[src/rtl/uart_flow_pkg.sv]
package uart_flow_pkg;
  localparam int REG_W    = 16;
  localparam int ADDR_W   = 2;
  localparam int WLEN_W   = 2;
  localparam int WORD_MIN = 5;

  // control bit positions
  localparam int B_CTSF = 15;
  localparam int B_RTSF = 14;
  localparam int B_OUT2 = 13;
  localparam int B_OUT1 = 12;
  localparam int B_RTS  = 11;
  localparam int B_DTR  = 10;
  localparam int B_RXE  = 9;
  localparam int B_EN   = 0;

  // line bit positions
  localparam int L_PEN  = 0;
  localparam int L_EPS  = 1;
  localparam int L_SPS  = 2;
  localparam int L_WLEN = 3;

  typedef enum logic [ADDR_W-1:0] {
    ADDR_CTRL = 2'd0,
    ADDR_BAUD = 2'd1,
    ADDR_LINE = 2'd2,
    ADDR_STAT = 2'd3
  } reg_addr_e;

  typedef struct packed {
    logic cts_flow;
    logic rts_flow;
    logic out2;
    logic out1;
    logic rts;
    logic dtr;
    logic rxe;
    logic uart_en;
  } ctrl_t;

  typedef struct packed {
    logic              sps;
    logic              eps;
    logic              pen;
    logic [WLEN_W-1:0] wlen;
  } line_t;
endpackage

[src/rtl/ufc_regs.sv]
module ufc_regs
  import uart_flow_pkg::*;
#(
  parameter logic [REG_W-1:0] BAUD_RST = 16'd1
) (
  input  logic              clk,
  input  logic              rst_n,
  input  logic              wr,
  input  logic [ADDR_W-1:0] addr,
  input  logic [REG_W-1:0]  wdata,
  input  logic              shifter_busy,
  output logic [REG_W-1:0]  rdata,
  output ctrl_t             ctrl,
  output line_t             line,
  output logic [REG_W-1:0]  baud,
  output logic              locked,
  output logic              err
);
  ctrl_t             ctrl_q, ctrl_d;
  line_t             line_q, line_d;
  logic [REG_W-1:0]  baud_q, baud_d;
  logic              err_q, err_d;

  assign locked = ctrl_q.uart_en | shifter_busy;

  always_comb begin
    ctrl_d = ctrl_q;
    line_d = line_q;
    baud_d = baud_q;
    err_d  = err_q;
    if (wr) begin
      case (reg_addr_e'(addr))
        ADDR_CTRL: begin
          ctrl_d.cts_flow = wdata[B_CTSF];
          ctrl_d.rts_flow = wdata[B_RTSF];
          ctrl_d.out2     = wdata[B_OUT2];
          ctrl_d.out1     = wdata[B_OUT1];
          ctrl_d.rts      = wdata[B_RTS];
          ctrl_d.dtr      = wdata[B_DTR];
          ctrl_d.rxe      = wdata[B_RXE];
          ctrl_d.uart_en  = wdata[B_EN];
        end
        ADDR_BAUD: begin
          if (locked) err_d = 1'b1;
          else        baud_d = wdata;
        end
        ADDR_LINE: begin
          if (locked) begin
            err_d = 1'b1;
          end else begin
            line_d.pen  = wdata[L_PEN];
            line_d.eps  = wdata[L_EPS];
            line_d.sps  = wdata[L_SPS];
            line_d.wlen = wdata[L_WLEN +: WLEN_W];
          end
        end
        ADDR_STAT: begin
          if (wdata[0]) err_d = 1'b0;
        end
        default: ;
      endcase
    end
  end

  always_ff @(posedge clk or negedge rst_n) begin
    if (!rst_n) begin
      ctrl_q     <= '0;
      ctrl_q.rxe <= 1'b1;
      line_q     <= '0;
      baud_q     <= BAUD_RST;
      err_q      <= 1'b0;
    end else begin
      ctrl_q <= ctrl_d;
      line_q <= line_d;
      baud_q <= baud_d;
      err_q  <= err_d;
    end
  end

  always_comb begin
    rdata = '0;
    case (reg_addr_e'(addr))
      ADDR_CTRL: begin
        rdata[B_CTSF] = ctrl_q.cts_flow;
        rdata[B_RTSF] = ctrl_q.rts_flow;
        rdata[B_OUT2] = ctrl_q.out2;
        rdata[B_OUT1] = ctrl_q.out1;
        rdata[B_RTS]  = ctrl_q.rts;
        rdata[B_DTR]  = ctrl_q.dtr;
        rdata[B_RXE]  = ctrl_q.rxe;
        rdata[B_EN]   = ctrl_q.uart_en;
      end
      ADDR_BAUD: rdata = baud_q;
      ADDR_LINE: begin
        rdata[L_PEN]             = line_q.pen;
        rdata[L_EPS]             = line_q.eps;
        rdata[L_SPS]             = line_q.sps;
        rdata[L_WLEN +: WLEN_W]  = line_q.wlen;
      end
      ADDR_STAT: rdata[0] = err_q;
      default: ;
    endcase
  end

  assign ctrl = ctrl_q;
  assign line = line_q;
  assign baud = baud_q;
  assign err  = err_q;
endmodule

[src/rtl/ufc_flow.sv]
module ufc_flow #(
  parameter int SYNC_STAGES = 2
) (
  input  logic clk,
  input  logic rst_n,
  input  logic uart_en,
  input  logic cts_flow,
  input  logic rts_flow,
  input  logic rts_bit,
  input  logic n_cts_in,
  input  logic tx_req,
  input  logic rx_fifo_full,
  output logic tx_start,
  output logic n_rts
);
  logic [SYNC_STAGES-1:0] sync_q, sync_d;
  logic                   n_rts_q, n_rts_d;
  logic                   cts_ok;

  // synchronizer chain on the asserted-high form of CTS
  generate
    if (SYNC_STAGES == 1) begin : g_one
      always_comb sync_d = ~n_cts_in;
    end else begin : g_many
      always_comb sync_d = {sync_q[SYNC_STAGES-2:0], ~n_cts_in};
    end
  endgenerate

  assign n_rts_d = rts_flow ? rx_fifo_full : ~rts_bit;

  always_ff @(posedge clk or negedge rst_n) begin
    if (!rst_n) begin
      sync_q  <= '0;
      n_rts_q <= 1'b1;
    end else begin
      sync_q  <= sync_d;
      n_rts_q <= n_rts_d;
    end
  end

  assign cts_ok   = ~cts_flow | sync_q[SYNC_STAGES-1];
  assign tx_start = tx_req & uart_en & cts_ok;
  assign n_rts    = n_rts_q;
endmodule

[src/rtl/ufc_rxgate.sv]
module ufc_rxgate (
  input  logic clk,
  input  logic rst_n,
  input  logic uart_en,
  input  logic rxe,
  input  logic rx_busy,
  output logic rx_run
);
  logic run_q, run_d;

  // new enable starts at once; a drop waits for the character boundary
  assign run_d = (uart_en & rxe) | (run_q & rx_busy);

  always_ff @(posedge clk or negedge rst_n) begin
    if (!rst_n) run_q <= 1'b0;
    else        run_q <= run_d;
  end

  assign rx_run = run_q;
endmodule

[src/rtl/ufc_parity.sv]
module ufc_parity
  import uart_flow_pkg::*;
#(
  parameter int DATA_W = 8
) (
  input  logic [DATA_W-1:0] data,
  input  line_t             line,
  output logic              parity_bit
);
  localparam int CNT_W = $clog2(DATA_W + 1) + 1;
  logic [CNT_W-1:0] nbits;
  logic [DATA_W-1:0] used;
  logic              xsum;

  assign nbits = CNT_W'(WORD_MIN) + CNT_W'(line.wlen);

  generate
    for (genvar i = 0; i < DATA_W; i++) begin : g_mask
      assign used[i] = (CNT_W'(i) < nbits) ? data[i] : 1'b0;
    end
  endgenerate

  assign xsum = ^used;

  always_comb begin
    if (!line.pen)     parity_bit = 1'b0;
    else if (line.sps) parity_bit = ~line.eps;
    else               parity_bit = xsum ^ ~line.eps;
  end
endmodule

[src/rtl/uart_flow_ctl.sv]
module uart_flow_ctl
  import uart_flow_pkg::*;
#(
  parameter int               DATA_W      = 8,
  parameter int               SYNC_STAGES = 2,
  parameter logic [REG_W-1:0] BAUD_RST    = 16'd1
) (
  input  logic              clk,
  input  logic              rst_n,
  input  logic              reg_wr,
  input  logic [ADDR_W-1:0] reg_addr,
  input  logic [REG_W-1:0]  reg_wdata,
  output logic [REG_W-1:0]  reg_rdata,
  output logic [REG_W-1:0]  baud_div,
  output logic [WLEN_W-1:0] line_wlen,
  output logic              par_en,
  output logic              lock_err,
  input  logic              n_cts_in,
  input  logic              tx_req,
  input  logic              tx_busy,
  input  logic [DATA_W-1:0] tx_data,
  output logic              tx_start,
  output logic              parity_bit,
  input  logic              rx_busy,
  input  logic              rx_fifo_full,
  output logic              rx_run,
  output logic              n_rts,
  output logic              n_dtr,
  output logic              n_out1,
  output logic              n_out2
);
  ctrl_t ctrl;
  line_t line;
  logic  locked;
  logic  cts_flow, rts_flow, par_eps, par_sps;

  ufc_regs #(.BAUD_RST(BAUD_RST)) u_regs (
    .clk          (clk),
    .rst_n        (rst_n),
    .wr           (reg_wr),
    .addr         (reg_addr),
    .wdata        (reg_wdata),
    .shifter_busy (tx_busy | rx_busy),
    .rdata        (reg_rdata),
    .ctrl         (ctrl),
    .line         (line),
    .baud         (baud_div),
    .locked       (locked),
    .err          (lock_err)
  );

  ufc_flow #(.SYNC_STAGES(SYNC_STAGES)) u_flow (
    .clk          (clk),
    .rst_n        (rst_n),
    .uart_en      (ctrl.uart_en),
    .cts_flow     (ctrl.cts_flow),
    .rts_flow     (ctrl.rts_flow),
    .rts_bit      (ctrl.rts),
    .n_cts_in     (n_cts_in),
    .tx_req       (tx_req),
    .rx_fifo_full (rx_fifo_full),
    .tx_start     (tx_start),
    .n_rts        (n_rts)
  );

  ufc_rxgate u_rxgate (
    .clk     (clk),
    .rst_n   (rst_n),
    .uart_en (ctrl.uart_en),
    .rxe     (ctrl.rxe),
    .rx_busy (rx_busy),
    .rx_run  (rx_run)
  );

  ufc_parity #(.DATA_W(DATA_W)) u_parity (
    .data       (tx_data),
    .line       (line),
    .parity_bit (parity_bit)
  );

  assign n_dtr     = ~ctrl.dtr;
  assign n_out1    = ~ctrl.out1;
  assign n_out2    = ~ctrl.out2;
  assign line_wlen = line.wlen;
  assign par_en    = line.pen;
  assign cts_flow  = ctrl.cts_flow;
  assign rts_flow  = ctrl.rts_flow;
  assign par_eps   = line.eps;
  assign par_sps   = line.sps;
endmodule

[config.mk]
export PLATFORM = sky130hd
export DESIGN_NAME = uart_flow_ctl
export DESIGN_NICKNAME = d
export VERILOG_FILES = /design/src/rtl/uart_flow_pkg.sv /design/src/rtl/ufc_regs.sv /design/src/rtl/ufc_flow.sv /design/src/rtl/ufc_rxgate.sv /design/src/rtl/ufc_parity.sv /design/src/rtl/uart_flow_ctl.sv
export SDC_FILE = /design/constraint.sdc
export NUM_CORES = 1
export LEC_CHECK = 0
export ABC_AREA = 1
export BUFFER_PORTS_ARGS = -buffer_cell sky130_fd_sc_hd__buf_2
export CAP_MARGIN = 20
export CELL_PAD_IN_SITES_DETAIL_PLACEMENT = 1
export CELL_PAD_IN_SITES_GLOBAL_PLACEMENT = 2
export CORE_AREA = 4 4 127 68
export DETAILED_ROUTE_END_ITERATION = 16
export DIE_AREA = 0 0 131 72
export PLACE_DENSITY_LB_ADDON = 0.1
export SETUP_SLACK_MARGIN = 0.4
export SLEW_MARGIN = 20
export SYNTH_ARGS = -nofsm -noshare
export SYNTH_HDL_FRONTEND = slang
export SYNTH_SLANG_ARGS = --single-unit
[constraint.sdc]
create_clock -name clk -period 2 [get_ports clk]
set_input_delay 0.1 -clock clk [delete_from_list [all_inputs] [get_ports clk]]
set_output_delay 0.1 -clock clk [all_outputs]
set_load 0.05 [all_outputs]
# After elaboration in Yosys (flattened, before gate mapping)
# Cells that the tools add are included.
[word_totals]
ff_bits = 34
inputBits = 34
out_inout_bits = 43
elab_cells = 74
[op_classes]
add_sub_neg = 1
magnitude_cmp = 8
n_eq_ne = 5
mux = 18
bitwise_logic = 17
reduce_logical = 8
[ops]
columns = ["cell", "count"]
rows = [
  ["$lt A3 B5 Y1 const A", 4],
  ["$pmux W7 S2", 1],
  ["$mux W1", 13],
  ["$lt A1 B5 Y1 const A", 2],
  ["$lt A2 B5 Y1 const A", 2],
  ["$not A1 Y1", 8],
  ["$pmux W4 S2", 1],
  ["$reduce_xor A8 Y1", 1],
  ["$reduce_and A3 Y1", 2],
  ["$add A3 B2 Y4 const A", 1],
  ["$and A1 B1 Y1", 4],
  ["$eq A2 B2 Y1 const B", 2],
  ["$mux W4", 1],
  ["$or A1 B1 Y1", 4],
  ["$pmux W1 S4", 1],
  ["$reduce_and A4 Y1", 1],
  ["$eq A2 B1 Y1 const B", 1],
  ["$logic_not A2 Y1", 1],
  ["$ne A2 B1 Y1 const B", 1],
  ["$ne A2 B2 Y1 const B", 1],
  ["$pmux W1 S2", 1],
  ["$reduce_and A2 Y1", 1],
  ["$reduce_bool A2 Y1", 1],
  ["$reduce_or A2 Y1", 1],
  ["$xor A1 B1 Y1", 1],
]

# Longest topological paths before layout
# Gate-level depths: netlist of the first run.
[depth]
depth_word = 7
depth_mapped = 14
ltp_nobuf = 14

# Cells and area by module
# From an unflattened synthesis of the first run, not the netlist that was laid out.
[unflattened]
hier_cells = 226
area_unflattened_um2 = 1854.3
[modules_own_cells]
columns = ["mod", "instances", "cells_per_inst", "area_per_inst_um2", "seq_area_each_um2"]
rows = [
  ["ufc_regs", 1, 168, 1510.2, 753.2],
  ["ufc_parity", 1, 39, 180.2, 0.0],
  ["ufc_flow", 1, 9, 105.1, 76.3],
  ["ufc_rxgate", 1, 4, 36.3, 25.0],
  ["uart_flow_ctl", 1, 6, 22.5, 0.0],
]

# Worst setup path after synthesis of the first run
# Ideal clock, no wire load.
[synth_path]
path_kind = "register to output"
startpoint = "reg u_regs.line_q, in the netlist u_regs.line[0]"
endpoint = "out parity_bit"
arrival_ns = 1.957
t_required_ns = 1.900
setup_slack_ns = -0.057
path_stages_with_launch = 14
path_buffers = 0
path_cell_list = "dfrtp_1 > inv_1 > ha_1 > inv_2 > nand2_1 > nor2_2 > nand2_1 > nand2_1 > nand2_1 > nand3_1 > nand3_1 > nand2_1 > inv_1 > nor2_1"
[synth_via]
elab_chain_cells = 7
elab_cells_between_ends = 21
cone_classes = "1 x add/sub; 8 x order compare; 10 x mux; 1 x bitwise; 1 x reduce/logical"
[synth_lines]
columns = ["item", "line_no", "text"]
rows = [
  ["start: declaration", "ufc_regs.sv:20", "line_t line_q, line_d;"],
  ["start signal: assignment", "ufc_regs.sv:74", "line_q <= line_d;"],
  ["$add A3 B2 Y4 (*)", "ufc_parity.sv:15", "assign nbits = CNT_W'(WORD_MIN) + CNT_W'(line.wlen);"],
  ["$lt A1 B5 Y1 (tied with other cells)", "ufc_parity.sv:19", "assign used[i] = (CNT_W'(i) < nbits) ? data[i] : 1'b0;"],
  ["$mux W1", "ufc_parity.sv:19", ""],
  ["$reduce_xor A8 Y1 (*)", "ufc_parity.sv:23", "assign xsum = ^used;"],
  ["$xor A1 B1 Y1 (*)", "ufc_parity.sv:28", "else parity_bit = xsum ^ ~line.eps;"],
  ["$mux W1 (*)", "ufc_parity.sv:27", "else if (line.sps) parity_bit = ~line.eps;"],
  ["$mux W1 (*)", "ufc_parity.sv:26", "if (!line.pen) parity_bit = 1'b0;"],
  ["end: declaration", "uart_flow_ctl.sv:23", "output logic parity_bit,"],
]
# Every way passes the cells marked *; elsewhere a longest branch is shown, timed or not.

# Worst setup path in the final report of the first run
[layout_path]
startpoint = "reg u_regs.line_q, in the netlist u_regs.line[1]"
endpoint = "out parity_bit"
# The elaborated chain is that of the path after synthesis.

==> out/metrics.csv, run 1 <==
metric,value,unit
status,finished with violations,
violations,setup timing,
p_sw,1.48,mW
vias,1767,
n_fill_cell,938,
antenna_found_initial,0,
track_usage,0.130,
async_reset_ff_frac,1.00,
clock_latency,0.28,ns
p_per_area,1180,mW/mm^2
sequentialPowerShare,0.294,
portBuffers,76,
die_area,0.00943,sq mm
seq_area_frac_synth,0.447,
grt_max_degree,35,
synth_edf_count,0,
power_frac_clock,0.235,
cts.sinks,34,
drive_gt1_frac,0.455,
period_needed,2.01,ns
syn_area_per_cell,8.27,sq um
ys_types,24,
overflow,0,
worst_pin_slew,0.800,ns
syn_area,0.00191,sq mm
drv_slew,0,
cp_max_fo,3,
r2r_end,u_regs.baud[3],
fin_nets,360,
critPathKind,flop to output port,
grt_pass1_wl,9.40,mm
core,0.00768,sq mm
routabilityCongestion,0.688,
synth-main-ff-cell,dfrtp_1,
cts_root_buffer,clkbuf_16,
hold_violations,0,
hp-class,input pin to flop,
start_util,0.249,
synth_warnings,0,
regToRegStartpoint,u_regs.ctrl[0],
finalClockSkew,0.00386,ns
startpoint,u_regs.line[1],
grt_pass1_vias,1773,
clk_pin_slew_worst_paths,0.05,ns
clock_path_buffers,2,
cts_max_level,2,
worst_ep_arrival_time,1.91,ns
viasPerCell,4.22,
start_kind,flop,
preCtsSetupSlack,0.104,ns
die-width,131,um
diodes,0,
p_int,1.80,mW
layout_common_cells,"buf_2, nand2_1, inv_1",
seq_area,855,sq um
row_count,23,
critPathRequiredTime,1.90,ns
p_leak,1.48,nW
r2r_setup_slack,0.52,ns
syn_inst,231,
wl_per_cell,14.5,um
io_pins,77,
p_comb_frac,0.471,
wirelength,6.08,mm
setup_ws,-0.0113,ns
post-dp-hpwl,4.65,mm
rr_worst_depth,4,
clock.fmax,497,MHz
cts_tree,done,
peakVddDrop,463,uV
syn-num-nets,273,
synthToLayoutAreaGrowth,45.9,%
synth-seq-cells,34,
endpoint,parity_bit,
multi_input_area,0.00103,sq mm
die-height,72,um
end_kind,output port,
drt_iter0_drc,66,
first_pass_iters,4,
drc_errors,0,
min_period_over_period,1.01,
antenna_left,0,
swShare,0.452,
fin_tns_setup,-0.0113,ns
cts_buffers,5,
rsz0062_at_grt,yes,
setup_viol,1,
relSlewSlack,0.467,
cap_violations,0,
utilization,0.363,
final_common_cell,buf_2,
layout make-up:
class	instances	area share
multi-input combinational	151	0.368
sequential	34	0.307
timing repair buffer	85	0.170
inverter	41	0.0579
clock buffer	7	0.0512
tap	100	0.0449
clock inverter	1	0.00180
stage by stage:
stage	power, mW	instances	instance area, sq um	hold slack (ns)
floorplan	1.99	231	1930	-0.196
global placement	2.33	405	2410	0.244
detailed placement	2.33	405	2410	0.240
CTS	3.26	418	2720	0.0373
global route	3.49	419	2790	0.0463
finish	3.29	419	2790	0.0405
registers in the layout (all words and copies together) (netlist names):
| register | cells |
|---|---|
| u_regs.line | 5 |
| u_flow.n_rts | 1 |
| u_flow.sync_q | 2 |
| u_regs.err | 1 |
| u_rxgate.rx_run | 1 |
| u_regs.baud | 16 |
| u_regs.ctrl | 8 |
cell families (layout without fill, tap and decap cells):
| logic type | count (synthesis) | in the layout | synth area share |
|---|---|---|---|
| muxes | 10 | 10 | 0.0668 |
| buffers and inverters | 47 | 134 | 0.111 |
| AOI/OAI and AO/OA | 38 | 38 | 0.110 |
| DFF | 34 | 34 | 0.447 |
| adders and majority gates | 8 | 8 | 0.0524 |
| and+or+nand+nor | 94 | 95 | 0.213 |
critical path, cell delays in order, from the launching register on:
cell and delay (ns):
dfrtp_1 0.43, buf_6 0.14, ha_4 0.15, nand2_4 0.08
inv_2 0.05, nand2_1 0.07, nand3_2 0.08, nand2_4 0.09
inv_2 0.04, nand2_1 0.05, nand2_1 0.05, nand3_1 0.08
nand2_2 0.07, nor2_4 0.09, buf_8 0.15
worst min-delay path by stage:
| stage | startpoint | depth (start not counted) | slack [ns] | to |
|---|---|---|---|---|
| finish | rx_fifo_full | 3 | 0.04 | u_flow.n_rts |
| global route | reg_wdata[7] | 2 | 0.05 | u_regs.baud[7] |
| CTS | rx_fifo_full | 3 | 0.04 | u_flow.n_rts |
| detailed placement | rst_n | 1 | 0.24 | u_regs.baud[13] |
| global placement | rst_n | 1 | 0.24 | u_regs.baud[13] |
| floorplan | rst_n | 0 | -0.20 | u_flow.sync_q[0] |
power by group through the flow:
stage / sequential, mW / clock [mW] / combinational, mW
3_5_place_dp: 0.974 / 0 / 1.35
6_report: 0.968 / 0.773 / 1.55
4_1_cts: 0.966 / 0.800 / 1.50
2_1_floorplan: 1.35 / 0 / 0.643
5_1_grt: 0.991 / 0.832 / 1.66
3_3_place_gp: 0.970 / 0 / 1.36
Yosys cell counts, types with 2 or more instances:
| master | instances | area share |
|---|---|---|
| ha_1 | 8 | 0.052 |
| o21a_1 | 2 | 0.0079 |
| dfstp_2 | 3 | 0.041 |
| mux2_2 | 6 | 0.035 |
| inv_1 | 38 | 0.075 |
| dfrtp_1 | 31 | 0.41 |
| nand3_1 | 10 | 0.026 |
| a21oi_1 | 12 | 0.031 |
| o22ai_1 | 5 | 0.016 |
| nor2_1 | 8 | 0.016 |
| inv_2 | 2 | 0.0039 |
| o21ai_0 | 17 | 0.045 |
| nor2_2 | 2 | 0.0065 |
| nand2_1 | 71 | 0.14 |
| mux2_4 | 4 | 0.031 |
| buf_4 | 4 | 0.016 |
what timing repair did:
item                       4_1_cts  5_1_grt
hold endpoints to repair        32        0
pin swaps                       14       10
gates cloned                     0        1
setup endpoints to repair        1        3
buffers inserted                 3        0
gates resized for setup         30       18
hold buffers                     2        0
routing by layer:
metal / vias up / GRT usage / wire length, um
met3: 5 / 0.0412 / 398
li1: 902 / - / -
met1: 810 / 0.211 / 3470
met4: 0 / 0.0274 / 47
met2: 50 / 0.162 / 2170
met5: - / 0 / 0
Power figures use the tool's default switching activity.
==> run 2, diff against run 1 <==
==> constraint.sdc (replaced) <==
create_clock -name clk -period 2 [get_ports clk]
set_input_delay 0.2 -clock clk [delete_from_list [all_inputs] [get_ports clk]]
set_output_delay 0.2 -clock clk [all_outputs]
set_load 0.005 [all_outputs]
==> out/metrics.csv, run 2 (same netlist as run 1, synthesis figures left out) <==
metric,value,unit,change
p_total,2.56,mW,-22%
utilization,0.347,,-0.0155
peakVddDrop,326,uV,-30%
first_pass_iters,4,,unchanged
layout_common_cells,"buf_2, nand2_1, inv_1",,
n_fill_cell,938,,unchanged
status,finished with violations,,
viasPerCell,4.21,,about the same
grt_pass1_vias,1822,,+2.8%
post-dp-hpwl,4.80,mm,+3.2%
overflow,0,,unchanged
holdWs,0.0274,ns,-0.0130 ns
grt_pass1_wl,9.40,mm,unchanged
drive_gt1_frac,0.417,,-0.0373
p_leak,1.44,nW,-2.9%
multi_input_area,960,sq um,-6.5%
clock_path_buffers,2,,unchanged
p_per_area,958,mW/mm^2,-19%
fin_cells,414,,-1.2%
regToRegStartpoint,u_regs.ctrl[0],,
antenna_left,0,,unchanged
die-height,72,um,unchanged
final_area,0.00267,sq mm,-4.3%
cpMostUsedCell,nand2_1,,
clk_pin_slew_worst_paths,0.05,ns,about the same
crit_buf_inv,4,,unchanged
synthToLayoutAreaGrowth,39.7,%,
row_count,23,,unchanged
end_kind,output port,,
relSlewSlack,0.438,,-0.0290
critPathRequiredTime,1.80,ns,-0.10 ns
die_area,0.00943,sq mm,unchanged
cts_root_buffer,clkbuf_16,,
diodes,0,,unchanged
worst_pin_slew,0.843,ns,+0.0434 ns
period_needed,2.07,ns,+0.0585 ns
placed_cells,403,,-0.49%
setup_viol,1,,unchanged
cp_slowest_cell,dfrtp_2,,
wl_per_cell,14.6,um,+0.81%
drv_slew,0,,unchanged
largest_reg_flops,16,,unchanged
cts_buffers,5,,unchanged
setup_ws,-0.0698,ns,-0.0585 ns
crit_chain,clkinv_4 > ha_4 > inv_4 > nand2_2 > nand2_1 > nand3_2 > nand2_4 > inv_2 > nand2_1 > nand2_1 > nand3_1 > nand2_1 > nor2_1 > buf_2,,
core,0.00768,sq mm,unchanged
cts.sinks,34,,unchanged
critPathKind,flop to output port,,
hp-class,input pin to async pin,,
startpoint,u_regs.line[1],,
io_pins,77,,unchanged
cap_violations,0,,unchanged
cp_max_fo,4,,+1
violations,setup timing,,
antenna_found_initial,0,,unchanged
clock.fmax,483,MHz,-2.8%
portBuffers,76,,unchanged
fin_nets,356,,-1.1%
hold_violations,0,,unchanged
finalClockSkew,0.00427,ns,+0.000408 ns
final_common_cell,buf_2,,
drt_iter0_drc,73,,+11%
worst_ep_arrival_time,1.87,ns,-0.04 ns
critPathTopFamily,simple AND/OR/NAND/NOR gates,,
start_kind,flop,,
vias,1745,,-1.2%
rsz0062_at_grt,yes,,
wirelength,6.06,mm,-0.39%
placed_area,0.00238,sq mm,-1.4%
cts_max_level,2,,unchanged
start_util,0.249,,unchanged
clock_latency,0.28,ns,about the same
die-width,131,um,unchanged
min_period_over_period,1.03,,+0.0292
seq_area,857,sq um,+0.29%
cts_hold_buf,0,,-2
routabilityCongestion,0.726,,+5.5%
max_stage_delay,0.41,ns,-0.02 ns
cts_tree,done,,
drc_errors,0,,unchanged
track_usage,0.132,,+0.00137
grt_max_degree,35,,unchanged
## run 2: cell types whose count changed in the layout (fill, tap and decap cells not counted), moves of 3 or more
cell / change
a21oi_1: +3
inv_2: -3
nand2_2: -5
nand2_1: +6
## run 2: per-layer routing
metal / GRT usage / routed length [um]
met2: 0.172 / 2270
met5: 0 / 0
met3: 0.0426 / 340
met1: 0.204 / 3390
met4: 0.0319 / 61
## run 2: power breakdown
part / leakage (nW) / switching [mW] / internal, mW / total [mW]
Clock: 0.0700 / 0.273 / 0.488 / 0.761
Sequential: 0.395 / 0.117 / 0.861 / 0.978
Combinational: 0.976 / 0.437 / 0.381 / 0.818
Total: 1.44 / 0.827 / 1.73 / 2.56
## run 2: timing repair
action,CTS,global route
endpoints found under the setup margin,1,4
buffers inserted,2,1
hold endpoints to repair,0,0
gates resized for setup,20,13
pin swaps,9,12
gates cloned,0,1
## run 2: worst paths after layout
path / to / slack, ns / depth (start not counted)
worst min-delay path: u_regs.baud[7] / 0.03 / 1
max in group asynchronous: u_regs.line[0] / 1.39 / 1
worst max-delay path: parity_bit / -0.07 / 14
worst max register to register: u_regs.baud[5] / 0.53 / 4
min in group clk: u_flow.sync_q[0] / 0.06 / 2
worst min register to register: u_flow.sync_q[1] / 0.35 / 0
## run 2: layout make-up
cell class | instances | share of cell area
Timing Repair Buffer | 81 | 0.157
Clock buffer | 7 | 0.0534
Multi-Input combinational cell | 151 | 0.360
Sequential cell | 34 | 0.321
Tap cell | 100 | 0.0469
Inverter | 41 | 0.0624
## run 2: worst reg2reg max path, delay by kind of cell, from the launching register on
| kind | cells | cell delay (ns) |
|---|---|---|
| flops | 1 | 0.40 |
| buf+inv | 1 | 0.12 |
| mux | 1 | 0.38 |
| simple gates | 2 | 0.46 |
## run 2: per-stage QoR
step	setup WS (ns)	TNS, ns
after floorplan	0.413	0
after global placement	0.106	0
after detailed placement	0.0418	0
after CTS	-0.101	-0.101
after global routing	-0.255	-0.255
final	-0.0698	-0.0698
